===== config.mk =====
export PLATFORM = sky130hd
export DESIGN_NAME = da_sop
export DESIGN_NICKNAME = d
export VERILOG_FILES = /design/src/rtl/da_sop_pkg.sv /design/src/rtl/da_slice_rom.sv /design/src/rtl/da_shift_add_tree.sv /design/src/rtl/da_sop.sv
export SDC_FILE = /design/constraint.sdc
export NUM_CORES = 1
export LEC_CHECK = 0
export CORE_MARGIN = 2
export CORE_UTILIZATION = 40
export CTS_BUF_LIST = sky130_fd_sc_hd__clkbuf_4 sky130_fd_sc_hd__clkbuf_8
export CTS_CLUSTER_SIZE = 10
export DETAILED_ROUTE_END_ITERATION = 10
export GPL_TIMING_DRIVEN = 0
export SETUP_SLACK_MARGIN = 0.15
export SLEW_MARGIN = 20
export SYNTH_ARGS = -nofsm -noshare
export SYNTH_HDL_FRONTEND = slang
export SYNTH_HIERARCHICAL = 1
export SYNTH_SLANG_ARGS = --single-unit

===== constraint.sdc =====
create_clock -name clk -period 3 [get_ports clk]
set_input_delay 0.45 -clock clk [delete_from_list [all_inputs] [get_ports clk]]
set_output_delay 0.45 -clock clk [all_outputs]
set_load 0.005 [all_outputs]

===== src/rtl/da_sop_pkg.sv =====
package da_sop_pkg;
    // Width of one subset sum of NUM_TAPS signed coefficients
    function automatic int psum_width(input int taps, input int cw);
        return cw + $clog2(taps) + 1;
    endfunction

    // Depth of the pipelined add tree for a given number of bit slices
    function automatic int tree_levels(input int slices);
        return $clog2(slices);
    endfunction
endpackage


===== src/rtl/da_slice_rom.sv =====
module da_slice_rom #(
    parameter int NUM_TAPS = 4,
    parameter int COEF_W   = 8,
    parameter int PSUM_W   = 11,
    parameter logic [NUM_TAPS*COEF_W-1:0] COEF_VEC = '0
) (
    input  logic                     clk,
    input  logic                     rst_n,
    input  logic [NUM_TAPS-1:0]      addr,
    output logic signed [PSUM_W-1:0] psum
);
    localparam int DEPTH = 1 << NUM_TAPS;

    function automatic logic signed [PSUM_W-1:0] subset_sum(input int sel);
        logic signed [PSUM_W-1:0] acc;
        acc = '0;
        for (int k = 0; k < NUM_TAPS; k++) begin
            if (sel[k]) acc += PSUM_W'($signed(COEF_VEC[k*COEF_W +: COEF_W]));
        end
        return acc;
    endfunction

    logic signed [PSUM_W-1:0] table_q [DEPTH];

    genvar a;
    generate
        for (a = 0; a < DEPTH; a++) begin : g_entry
            assign table_q[a] = subset_sum(a);
        end
    endgenerate

    always_ff @(posedge clk or negedge rst_n) begin
        if (!rst_n) psum <= '0;
        else        psum <= table_q[addr];
    end

    // an empty subset reads as zero
    a_r7_rom_zero: assert property (@(posedge clk) disable iff (!rst_n)
        (addr == '0) |=> (psum == '0));

    genvar t;
    generate
        for (t = 0; t < NUM_TAPS; t++) begin : g_chk
            // a single selected tap reads back its own coefficient
            a_r7_rom_single: assert property (@(posedge clk) disable iff (!rst_n)
                (addr == NUM_TAPS'(1 << t)) |=>
                (psum == PSUM_W'($signed(COEF_VEC[t*COEF_W +: COEF_W]))));
        end
    endgenerate
endmodule


===== src/rtl/da_shift_add_tree.sv =====
module da_shift_add_tree #(
    parameter int NUM_IN    = 8,
    parameter int IN_W      = 11,
    parameter int ACC_W     = 20,
    parameter bit SIGNED_IN = 1'b1
) (
    input  logic                    clk,
    input  logic                    rst_n,
    input  logic                    in_valid,
    input  logic [NUM_IN*IN_W-1:0]  psum_flat,
    output logic                    out_valid,
    output logic signed [ACC_W-1:0] out_sum
);
    localparam int LEVELS = da_sop_pkg::tree_levels(NUM_IN);
    localparam int NPOW   = 1 << LEVELS;

    genvar l, j;
    generate
        for (l = 0; l <= LEVELS; l++) begin : g_lvl
            logic signed [ACC_W-1:0] node [NPOW >> l];
            logic                    vld;

            if (l == 0) begin : g_leaf
                for (j = 0; j < NPOW; j++) begin : g_w
                    if (j < NUM_IN) begin : g_used
                        logic signed [ACC_W-1:0] ext;
                        assign ext = ACC_W'($signed(psum_flat[j*IN_W +: IN_W]));
                        if (SIGNED_IN && (j == NUM_IN - 1)) begin : g_neg
                            assign node[j] = -(ext <<< j);
                        end else begin : g_pos
                            assign node[j] = ext <<< j;
                        end
                    end else begin : g_pad
                        assign node[j] = '0;
                    end
                end
                assign vld = in_valid;
            end else begin : g_add
                always_ff @(posedge clk or negedge rst_n) begin
                    if (!rst_n) begin
                        vld <= 1'b0;
                        for (int n = 0; n < (NPOW >> l); n++) node[n] <= '0;
                    end else begin
                        vld <= g_lvl[l-1].vld;
                        for (int n = 0; n < (NPOW >> l); n++)
                            node[n] <= g_lvl[l-1].node[2*n] + g_lvl[l-1].node[2*n+1];
                    end
                end
            end
        end
    endgenerate

    assign out_sum   = g_lvl[LEVELS].node[0];
    assign out_valid = g_lvl[LEVELS].vld;
endmodule


===== src/rtl/da_sop.sv =====
module da_sop #(
    parameter int NUM_TAPS  = 4,
    parameter int SAMPLE_W  = 8,
    parameter int COEF_W    = 8,
    parameter bit SIGNED_IN = 1'b1,
    parameter logic [NUM_TAPS*COEF_W-1:0] COEF_VEC = {8'd23, 8'hC3, 8'd100, 8'hF9},
    parameter int OUT_W     = COEF_W + SAMPLE_W + $clog2(NUM_TAPS) + 1
) (
    input  logic                         clk,
    input  logic                         rst_n,
    input  logic                         in_valid,
    input  logic [NUM_TAPS*SAMPLE_W-1:0] in_samples,
    output logic                         out_valid,
    output logic [OUT_W-1:0]             out_sum
);
    localparam int PSUM_W = da_sop_pkg::psum_width(NUM_TAPS, COEF_W);
    localparam int LAT    = 1 + da_sop_pkg::tree_levels(SAMPLE_W);
    localparam longint BOUND = longint'(NUM_TAPS) <<< (COEF_W - 1 + SAMPLE_W);

    logic [SAMPLE_W*PSUM_W-1:0] psum_flat;
    logic                       rom_vld;
    logic signed [OUT_W-1:0]    tree_sum;

    genvar i, k;
    generate
        for (i = 0; i < SAMPLE_W; i++) begin : g_slice
            logic [NUM_TAPS-1:0]      slice_addr;
            logic signed [PSUM_W-1:0] slice_psum;
            for (k = 0; k < NUM_TAPS; k++) begin : g_bit
                assign slice_addr[k] = in_samples[k*SAMPLE_W + i];
            end
            da_slice_rom #(
                .NUM_TAPS (NUM_TAPS),
                .COEF_W   (COEF_W),
                .PSUM_W   (PSUM_W),
                .COEF_VEC (COEF_VEC)
            ) rom_i (
                .clk   (clk),
                .rst_n (rst_n),
                .addr  (slice_addr),
                .psum  (slice_psum)
            );
            assign psum_flat[i*PSUM_W +: PSUM_W] = slice_psum;
        end
    endgenerate

    always_ff @(posedge clk or negedge rst_n) begin
        if (!rst_n) rom_vld <= 1'b0;
        else        rom_vld <= in_valid;
    end

    da_shift_add_tree #(
        .NUM_IN    (SAMPLE_W),
        .IN_W      (PSUM_W),
        .ACC_W     (OUT_W),
        .SIGNED_IN (SIGNED_IN)
    ) tree_i (
        .clk       (clk),
        .rst_n     (rst_n),
        .in_valid  (rom_vld),
        .psum_flat (psum_flat),
        .out_valid (out_valid),
        .out_sum   (tree_sum)
    );

    assign out_sum = tree_sum;

    // reset empties the pipeline
    a_r1_reset_idle: assert property (@(posedge clk)
        !rst_n |=> !out_valid);

    // accepted group appears after exactly LAT cycles
    a_r4_valid_latency: assert property (@(posedge clk) disable iff (!rst_n)
        in_valid |-> ##LAT out_valid);

    // idle cycle yields no result
    a_r6_idle_no_valid: assert property (@(posedge clk) disable iff (!rst_n)
        !in_valid |-> ##LAT !out_valid);

    // all-zero samples give a zero result
    a_r2_zero_in: assert property (@(posedge clk) disable iff (!rst_n)
        (in_valid && in_samples == '0) |-> ##LAT (out_sum == '0));

    // valid result stays inside the representable range
    a_r9_no_overflow: assert property (@(posedge clk) disable iff (!rst_n)
        out_valid |-> (longint'($signed(out_sum)) <= BOUND &&
                       longint'($signed(out_sum)) >= -BOUND));
endmodule


# Word-level counts from Yosys, hierarchy flattened
# Memories as Yosys holds them, arrays and structs flattened. A register that Yosys moved wholly into a read port is not among the register bits.
# Index checks and enable logic that the tools add are counted.
[word_totals]
regBits = 137
mem_bits_ro = 1408
out_inout_bits = 20
wordCells = 43
memories = 8
[mem_list]
columns = ["memory", "words", "width", "rd", "rd_ports_with_merged_regs", "write_ports", "line", "source"]
rows = [
  ["(no name shown)", 16, 11, 1, 1, 0, "da_slice_rom.sv:34", "else psum <= table_q[addr];"],
  ["(no name shown)", 16, 11, 1, 1, 0, "da_slice_rom.sv:34", ""],
  ["(no name shown)", 16, 11, 1, 1, 0, "da_slice_rom.sv:34", ""],
  ["(no name shown)", 16, 11, 1, 1, 0, "da_slice_rom.sv:34", ""],
  ["(no name shown)", 16, 11, 1, 1, 0, "da_slice_rom.sv:34", ""],
  ["(no name shown)", 16, 11, 1, 1, 0, "da_slice_rom.sv:34", ""],
  ["+2 memories", "--", "--", "--", "--", "--", "--", ""],
]
[op_classes]
add_sub_neg = 8
bitwise = 8
n_reduce_logical = 8
[op_table]
columns = ["operator", "count"]
rows = [
  ["$add A19 B19 Y19", 3],
  ["$not A4 Y5", 8],
  ["$add A17 B19 Y19", 1],
  ["$neg A18 Y19", 1],
  ["$add A15 B16 Y17", 1],
  ["$add A13 B14 Y15", 1],
  ["$add A11 B12 Y13", 1],
  ["$logic_not A1 Y1", 8],
]

# Longest topological paths before layout
# Gate-level depths: netlist of run 1.
[depth]
ltp_word = 2
ltp_mapped = 8
mapped_depth_nobuf = 8

# Hierarchy
# The synthesis of run 1 kept the hierarchy.
[by_module_without_submodules]
columns = ["module", "instances", "cells_each", "area_each_um2", "seq_area_each_um2"]
rows = [
  ["da_shift_add_tree", 1, 618, 6448.7, 2627.5],
  ["da_slice_rom at g_slice[2].rom_i ...", 6, 52, 505.5, 200.2],
  ["da_slice_rom at g_slice[0].rom_i ...", 2, 49, 504.2, 200.2],
  ["da_sop", 1, 1, 25.0, 25.0],
]

# Worst setup path after synthesis of run 1
# No wires, ideal clock.
[synth_path]
path_kind = "flip-flop to flip-flop"
from = "register g_slice[4].rom_i.psum[1]"
to = "register tree_i/g_lvl[1].node[34] in the netlist's numbering"
setup_ns = 0.126
arrival_time_ns = 1.946
t_required_ns = 2.874
path_slack_ns = 0.928
stages_incl_launch_ff = 8
path_buffers = 0
period_less_slack_ns = 2.072
cell_sequence = "dfrtp_1 > ha_1 > fa_1 > a211oi_1 > o21ai_1 > a31oi_1 > nor4bb_1 > a311o_1"
[synth_between]
elab_chain_len = 1
[synth_lines]
columns = ["item", "line", "source"]
rows = [
  ["start, declared", "da_slice_rom.sv:10", "output logic signed [PSUM_W-1:0] psum"],
  ["$add A15 B16 Y17", "da_shift_add_tree.sv:46", "node[n] <= g_lvl[l-1].node[2*n] + g_lvl[l-1].node[2*n+1];"],
  ["end signal, assigned by index", "da_shift_add_tree.sv:46", ""],
  ["end, declared", "da_shift_add_tree.sv:20", "logic signed [ACC_W-1:0] node [NPOW >> l];"],
]
# Every way passes these cells.

# Worst setup path after layout of run 1
# Same ends and word-level chain as after synthesis.

==> results_tabular.tex, run 1 <==
\begin{tabular}{lr}
\hline
Metric & Value \\
\hline
\multicolumn{2}{l}{\textbf{Status}} \\
\quad Status & completed \\
\multicolumn{2}{l}{\textbf{Cells and area}} \\
\quad Antenna diode instance count & 0 \\
\quad Share of layout cells above drive strength 1 & 0.1044 \\
\quad Final non-filler cell total & $\sim$1400 \\
\quad Area growth from synthesis to layout & 12.52\% \\
\quad Final-stage net count & around 1300 \\
\quad Final design area excluding fillers & roughly 0.012 mm2 \\
\multicolumn{2}{l}{\textbf{Hold path}} \\
\quad Hold Crit Depth & 3 \\
\quad Worst hold endpoint & g\_slice[7].rom\_i/psum[4] \\
\quad Hold WC Path Type & in -> reg \\
\quad HP Start & in\_samples[31] \\
\multicolumn{2}{l}{\textbf{Worst setup path}} \\
\quad Worst Path Required & around 3.3 ns \\
\quad Cells on worst reg2reg path & 7 \\
\quad Category of the worst setup path launch point & flop \\
\quad Crit path kind & reg -> reg \\
\quad Worst reg2reg setup slack & about 0.70 ns \\
\quad Crit. End Element & flop \\
\quad Critical R2R Launch & g\_slice[4].rom\_i/psum[1] \\
\quad Arrival time at the worst endpoint & 2.64 ns \\
\quad Max Fanout on Critical Path & 3 \\
\quad Destination of the worst register-to-register timing path & tree\_i/g\_lvl[1].node[34] \\
\multicolumn{2}{l}{\textbf{Detailed routing}} \\
\quad Starting DRC count in detailed routing & about 370 \\
\quad Highest metal used & met4 \\
\quad Via total after detailed routing & around 7300 \\
\quad First drt pass iteration count & 5 \\
\quad Number of design rule violations left after detail routing & 0 \\
\quad Routed wire length & about 18 mm \\
\quad Metal-1 WL & 9.572 mm \\
\quad Routed length on met3 & approximately 430 um \\
\quad WL per Instance & $\sim$13 um \\
\quad Vias per cell & about 5.0 \\
\quad Met2 routed WL & about 8.0 mm \\
\quad Antenna Nets Post-Route & 0 \\
\multicolumn{2}{l}{\textbf{Clock tree}} \\
\quad Number of clock buffers inserted by TritonCTS & 17 \\
\quad Maximum buffer depth of the clock tree & 2 \\
\quad Post-CTS setup-driven buffer insertion count & 0 \\
\quad CTS Sinks & 170 \\
\quad Resized cells post-CTS & 0 \\
\quad TritonCTS clock tree & done \\
\quad Clk pin slew, worst setup/hold paths & 0.09 ns \\
\quad Library cell used as clock root buffer & clkbuf\_8 \\
\quad Worst-Skew Late Latency & around 0.45 ns \\
\quad CTS H-tree depth & 4 \\
\multicolumn{2}{l}{\textbf{Global routing}} \\
\quad Largest net degree at the start of global routing & between 100 and 150 \\
\quad Aggregate global-route resource usage & 0.1375 \\
\quad Via count of the first global-routing pass & 6863 \\
\quad Global-route wire length before repair & roughly 32 mm \\
\quad Initial antenna violation count & 0 \\
\quad Overflow after GRT & 0 \\
\multicolumn{2}{l}{\textbf{Floorplanning}} \\
\quad Placeable core region & $\sim$0.026 mm2 \\
\quad Initial cell density of the core & 0.4058 \\
\quad Horizontal die dimension & $\sim$170 um \\
\quad Height of the die & 166.1 um \\
\quad Top-level port count & 55 \\
\quad Site row count & between 50 and 60 \\
\quad DIE AREA & around 0.028 mm2 \\
\multicolumn{2}{l}{\textbf{Logic synthesis}} \\
\quad Share of synthesized flip-flops with an asynchronous set or reset & 1.000 \\
\quad Cell area after synthesis & 0.01052 mm2 \\
\quad Synthesized net count & about 1200 \\
\quad Most used DFF post-synth & dfrtp\_1 \\
\quad Number of enable flip-flop cells after synthesis & 0 \\
\quad Mapped Cells & a little over 1000 \\
\quad Count of distinct cell types in the synthesized netlist & 70 \\
\quad Register bit total from synthesis & 170 \\
\quad Share of the yosys chip area belonging to registers & 0.4046 \\
\quad Post-Syn Area per Cell & around 10 um2 \\
\quad Synth warnings & 6 \\
\multicolumn{2}{l}{\textbf{Pwr}} \\
\quad Maximum ir drop on the vdd rail & roughly 430 uV \\
\quad PnR Total Power & approximately 0.0093 W \\
\quad Leakage power of the design & around 5.4 nW \\
\quad Total power divided by cell area & between 700 and 800 mW/mm2 \\
\multicolumn{2}{l}{\textbf{Placed design}} \\
\quad Post-placement cell area & 0.01145 mm2 \\
\quad Worst slack after detailed placement & 0.7105 ns \\
\quad Half-perimeter wire length after placement & 13.85 mm \\
\quad Routability Congestion & around 0.83 \\
\quad Quantity of I/O buffers inserted on ports & 48 \\
\quad Placed Instances & 1413 \\
\multicolumn{2}{l}{\textbf{STA}} \\
\quad Summed negative setup slack over all endpoints & 0 ns \\
\quad Final count of hold timing violations & 0 \\
\quad Time the worst path needs with I/O delays and setup & approximately 2.3 ns \\
\quad Setup-violating endpoint count in the final report & 0 \\
\quad Max\_slew headroom & 0.6480 \\
\quad Share of the clock period used by the worst path & 0.7668 \\
\quad Pins over their slew limit & 0 \\
\quad Final clock skew & approximately 0.011 ns \\
\quad Fmax & 434.7 MHz \\
\quad Transition time at the pin with the least slew margin & 0.5279 ns \\
\quad RSZ-0062 raised after global routing & no \\
\quad Post-route worst setup slack & 0.6996 ns \\
\multicolumn{2}{l}{\textbf{Run}} \\
\quad Max Cap Viol & 0 \\
\hline
\end{tabular}
-- worst max path at each step --
| stage | startpoint | end | cells past startpoint |
|---|---|---|---|
| finish | g_slice[4].rom_i/psum[1] | tree_i/g_lvl[1].node[34] | 7 |
| global route | g_slice[4].rom_i/psum[1] | tree_i/g_lvl[1].node[34] | 7 |
| CTS | g_slice[4].rom_i/psum[1] | tree_i/g_lvl[1].node[34] | 7 |
| detailed placement | g_slice[4].rom_i/psum[1] | tree_i/g_lvl[1].node[34] | 7 |
| global placement | rst_n | g_slice[3].rom_i/psum[2] | 1 |
| floorplan | g_slice[4].rom_i/psum[1] | tree_i/g_lvl[1].node[34] | 7 |
-- layout make-up --
type	instances	area [um2]
multi-input cells	757	5645
plain buffers	49	416.7
repair buffers	50	523.0
clock buffers	20	256.5
fillers	2442	14080
clock inverters	12	117.6
flip-flops and latches	170	4254
well taps	335	419.2
inverters	53	198.9
-- critical path: stages, from the launching register on --
cell and delay, ns:
dfrtp_1 0.37, ha_1 0.23, fa_1 0.44, a211oi_1 0.29, o21ai_1 0.12, a31oi_1 0.34
nor4bb_1 0.10, a311o_1 0.29
-- layout by cell type, fill, tap and decap left out, types with 8 or more instances in the layout --
| cell type | n |
|---|---|
| a211oi_1 | 14 |
| a21o_1 | 18 |
| a21oi_1 | 74 |
| buf_4 | 30 |
| buf_6 | 16 |
| clkbuf_8 | 17 |
| clkdlybuf4s50_1 | 47 |
| dfrtp_1 | 170 |
| ha_1 | 127 |
| inv_1 | 51 |
| mux2i_1 | 11 |
| nand2_1 | 84 |
| nand2b_1 | 18 |
| nor2_1 | 69 |
| nor2b_1 | 13 |
| nor3_1 | 12 |
| o211ai_1 | 18 |
| o21a_1 | 21 |
| o21ai_0 | 68 |
| o21ai_1 | 18 |
| o32ai_2 | 8 |
| xnor2_1 | 47 |
| xor2_1 | 14 |
-- registers in the layout, summed over array words and instances (netlist names) --
name / count
tree_i/g_lvl.node: 83
g_slice.rom_i/psum: 64
tree_i/out_sum: 19
tree_i/g_lvl.vld: 2
rom_vld: 1
tree_i/out_valid: 1
-- cells in the mapped netlist (7+ instances only) --
master	number	area share
buf_6	16	0.017
ha_1	127	0.15
a21o_1	18	0.013
a21oi_1	74	0.035
o211ai_1	18	0.013
o21a_1	21	0.015
o21ai_1	18	0.0086
xnor2_1	47	0.039
o21ai_0	68	0.032
a31oi_1	7	0.0042
buf_4	30	0.021
inv_1	51	0.018
a211oi_1	14	0.010
mux2i_1	11	0.010
nor3_1	12	0.0057
nor2b_1	13	0.0077
dfrtp_1	170	0.40
fa_1	7	0.013
nor2_1	69	0.025
o32ai_2	8	0.012
nand2b_1	18	0.011
nand2_1	84	0.030
xor2_1	14	0.012
-- cells by family after synthesis --
family | after synthesis | synth area share
DFF | 170 | 0.4046
buffers and inverters | 102 | 0.05854
muxes | 17 | 0.01690
adders and majority gates | 134 | 0.1644
xor gates and xnor gates | 61 | 0.05081
AOI/OAI and AO/OA | 305 | 0.1966
and+or+nand+nor | 240 | 0.1082
-- report_power, final --
| part | internal, W | total, W | switching, W |
|---|---|---|---|
| registers | 0.00296 | 0.00321 | 0.000250 |
| logic | 0.00215 | 0.00459 | 0.00244 |
| clock network | 0.000693 | 0.00152 | 0.000824 |
| total | 0.00580 | 0.00932 | 0.00352 |
-- stage by stage --
| step | util | hold slack (ns) |
|---|---|---|
| after global routing | 0.4566 | 0.2734 |
| after detailed placement | 0.4418 | 0.3364 |
| after global placement | 0.4405 | 0.3325 |
| after CTS | 0.4566 | 0.2461 |
| final | 0.4566 | 0.2803 |
| after floorplan | - | 0.1544 |
-- routing by layer --
layer | up-vias | track usage
met5 | - | 0
met2 | 83 | 0.2086
met3 | 16 | 0.02240
met1 | 3402 | 0.2014
li1 | 3776 | -
met4 | 0 | 0.04386
-- repair_timing --
| action | in CTS | in global routing |
|---|---|---|
| endpoints found under the hold margin | 67 | 0 |
| hold buffers | 1 | 0 |
| endpoints found under the setup margin | 0 | 0 |
Note: power is estimated with default switching activity, not from simulation.
==> run 2: changes to the inputs <==
==> constraint.sdc (replaced) <==
create_clock -name clk -period 2 [get_ports clk]
set_input_delay 0.3 -clock clk [delete_from_list [all_inputs] [get_ports clk]]
set_output_delay 0.3 -clock clk [all_outputs]
set_load 0.005 [all_outputs]
==> run 2 against run 1 <==
  * The run now ends with negative setup slack left
  * Non-clock buffer count increased by 30
  * Die area unchanged
  * Final area grew 6.9%
  * Critical path depth decreased by 1
  * Sequential power up 52%
  * Via count grew 1.7%
  * Utilization is 3.2 points higher
  * Routed wire length increased by 5.7%
  * Critical path type unchanged
==> results_tabular.tex, run 2 (synthesis gave the netlist of run 1 again) <==
\begin{tabular}{lr}
\hline
Metric & Value \\
\hline
\multicolumn{2}{l}{\textbf{Clock tree}} \\
\quad TritonCTS clock tree & done \\
\quad Worst-Skew Late Latency & 0.47 ns (+0.02 ns) \\
\quad CTS Sinks & 170 (unchanged) \\
\quad CTS H-tree depth & 4 (unchanged) \\
\quad Number of clock buffers inserted by TritonCTS & 17 (unchanged) \\
\quad Library cell used as clock root buffer & clkbuf\_8 \\
\quad Clk pin slew, worst setup/hold paths & 0.09 ns (about the same) \\
\quad Maximum buffer depth of the clock tree & 2 (unchanged) \\
\multicolumn{2}{l}{\textbf{Placed design}} \\
\quad Routability Congestion & 0.8335 (+0.87\%) \\
\quad Half-perimeter wire length after placement & 14.08 mm (+1.6\%) \\
\quad Worst slack after detailed placement & -0.1317 ns (-0.8422 ns) \\
\quad Quantity of I/O buffers inserted on ports & 48 (unchanged) \\
\multicolumn{2}{l}{\textbf{Worst setup path}} \\
\quad Category of the worst setup path launch point & flop \\
\quad Arrival time at the worst endpoint & 2.41 ns (-0.23 ns) \\
\quad Max Fanout on Critical Path & 2 (-1) \\
\quad Worst Path Required & 2.38 ns (-0.96 ns) \\
\quad Crit path kind & reg -> reg \\
\quad Critical R2R Launch & g\_slice[3].rom\_i/psum[1] \\
\quad Crit. End Element & flop \\
\quad CP startpoint & g\_slice[3].rom\_i/psum[1] \\
\multicolumn{2}{l}{\textbf{STA}} \\
\quad Post-route worst setup slack & -0.02865 ns (-0.7282 ns) \\
\quad Transition time at the pin with the least slew margin & 0.7142 ns (+0.1863 ns) \\
\quad Time the worst path needs with I/O delays and setup & 2.029 ns (-0.2718 ns) \\
\quad Pins over their slew limit & 0 (unchanged) \\
\quad RSZ-0062 raised after global routing & yes \\
\quad Final count of hold timing violations & 0 (unchanged) \\
\quad Max\_slew headroom & 0.5239 (-0.1242) \\
\quad Fmax & 492.9 MHz (+13\%) \\
\quad Final clock skew & 0.01566 ns (+0.004947 ns) \\
\quad Share of the clock period used by the worst path & 1.014 (+0.2475) \\
\quad Setup-violating endpoint count in the final report & 1 (+1) \\
\multicolumn{2}{l}{\textbf{Detailed routing}} \\
\quad Via total after detailed routing & 7398 (+1.7\%) \\
\quad Starting DRC count in detailed routing & 334 (-10\%) \\
\quad WL per Instance & 13.07 um (+3.7\%) \\
\quad Routed wire length & 19.28 mm (+5.7\%) \\
\quad First drt pass iteration count & 4 (-1) \\
\quad Vias per cell & 5.016 (-0.34\%) \\
\quad Antenna Nets Post-Route & 0 (unchanged) \\
\quad Number of design rule violations left after detail routing & 0 (unchanged) \\
\multicolumn{2}{l}{\textbf{Run}} \\
\quad Max Cap Viol & 0 (unchanged) \\
\multicolumn{2}{l}{\textbf{Floorplanning}} \\
\quad Top-level port count & 55 (unchanged) \\
\quad Height of the die & 166.1 um (unchanged) \\
\quad Site row count & 59 (unchanged) \\
\quad Initial cell density of the core & 0.4058 (unchanged) \\
\quad Horizontal die dimension & 166.1 um (unchanged) \\
\quad DIE AREA & 0.02760 mm2 (unchanged) \\
\quad Placeable core region & 0.02591 mm2 (unchanged) \\
\multicolumn{2}{l}{\textbf{Global routing}} \\
\quad Via count of the first global-routing pass & 7223 (+5.2\%) \\
\quad Largest net degree at the start of global routing & 97 (-6.7\%) \\
\quad Initial antenna violation count & 0 (unchanged) \\
\quad Global-route wire length before repair & 33.26 mm (+4.4\%) \\
\quad Overflow after GRT & 0 (unchanged) \\
\quad Aggregate global-route resource usage & 0.1443 (+0.006733) \\
\multicolumn{2}{l}{\textbf{Hold path}} \\
\quad Hold WC Path Type & in -> reg \\
\quad HP Start & in\_samples[26] \\
\multicolumn{2}{l}{\textbf{Cells and area}} \\
\quad Most frequent cells in the layout & dfrtp\_1 (168), ha\_1 (110), nand2\_1 (84) \\
\quad Most frequent standard cell in the layout excluding fill and tap cells & dfrtp\_1 \\
\quad Area growth from synthesis to layout & 20.30\% \\
\quad Register ranked first by flip-flop count & tree\_i/g\_lvl.node \\
\quad Fillcell total & 2365 (-3.2\%) \\
\quad Antenna diode instance count & 0 (unchanged) \\
\quad Sequential standard cell area & 0.004257 mm2 (about the same) \\
\quad Multi-input gate area & 0.006151 mm2 (+9.0\%) \\
\quad Final-stage net count & 1297 (+2.4\%) \\
\quad Flip-flop count of the largest register after layout & 83 (unchanged) \\
\quad Share of layout cells above drive strength 1 & 0.2018 (+0.09734) \\
\multicolumn{2}{l}{\textbf{Pwr}} \\
\quad Maximum ir drop on the vdd rail & 616.9 uV (+42\%) \\
\quad PnR Total Power & 0.01555 W (+67\%) \\
\quad Total power divided by cell area & 1230 mW/mm2 (+56\%) \\
\quad Leakage power of the design & 5.618 nW (+4.9\%) \\
\multicolumn{2}{l}{\textbf{Status}} \\
\quad Status & finished, violations left \\
\quad Violated checks & negative setup slack \\
\hline
\end{tabular}
[run 2: critical path: stages, from the launching register on]
cell and delay, ns:
dfrtp_1 0.41, ha_1 0.30, a211o_1 0.31, a2111oi_4 0.35, nor3_2 0.09, a2111oi_2 0.33
xnor2_1 0.15
[run 2: final timing paths]
| kind | cells past startpoint | endpoint | slack, ns |
|---|---|---|---|
| min in group asynchronous | 2 | tree_i/out_sum[18] | 0.46 |
| setup reg to reg | 6 | tree_i/g_lvl[1].node[50] | -0.03 |
| max in group asynchronous | 3 | g_slice[4].rom_i/psum[2] | 0.72 |
| hold / removal | 4 | g_slice[2].rom_i/psum[2] | 0.12 |
| setup / recovery | 6 | tree_i/g_lvl[1].node[50] | -0.03 |
| hold reg to reg | 0 | tree_i/out_sum[2] | 0.35 |
[run 2: final cells by class]
cell class	count	area share
Tap cell	335	0.03314
Inverter	53	0.01573
Sequential cell	170	0.3365
Clock buffer	19	0.02067
Timing Repair Buffer	81	0.06034
Multi-Input combinational cell	757	0.4863
Clock inverter	12	0.01454
Buffer	48	0.03284
[run 2: metrics by stage]
step           utilization  area [um2]  hold WS, ns  std cells  TNS (ns)
3_5_place_dp        0.4445       11520       0.3347       1413   -0.4632
4_1_cts             0.4770       12360      0.09022       1465   -0.1297
5_1_grt             0.4882       12650       0.1017       1475   -0.3957
2_1_floorplan            -       10590     0.004409       1029         0
3_3_place_gp        0.4432       11480       0.3322       1412  -1051.14
6_report            0.4882       12650       0.1203       1475  -0.02865
[run 2: layer usage]
| layer | vias to the layer above | track usage | part of all wire | routed length, um |
|---|---|---|---|---|
| li1 | 3819 | - | - | - |
| met1 | 3486 | 0.2057 | 0.52 | 9930 |
| met2 | 74 | 0.2242 | 0.45 | 8668 |
| met3 | 19 | 0.02526 | 0.022 | 425 |
| met4 | 0 | 0.04575 | 0.013 | 251 |
| met5 | - | 0 | 0 | 0 |
[run 2: timing repair]
action / in CTS / in global routing
gates resized for setup: 44 / 50
buffers inserted: 21 / 10
endpoints found under the setup margin: 31 / 39
pin swaps: 48 / 36
hold buffers: 1 / 0
hold endpoints to repair: 95 / 0
[run 2: report_power, final]
| group | total [W] | leakage (nW) | switching, W | internal [W] |
|---|---|---|---|---|
| logic | 0.00799 | 3.41 | 0.00409 | 0.00390 |
| clock network | 0.00269 | 0.220 | 0.00125 | 0.00144 |
| registers | 0.00487 | 1.99 | 0.000419 | 0.00445 |
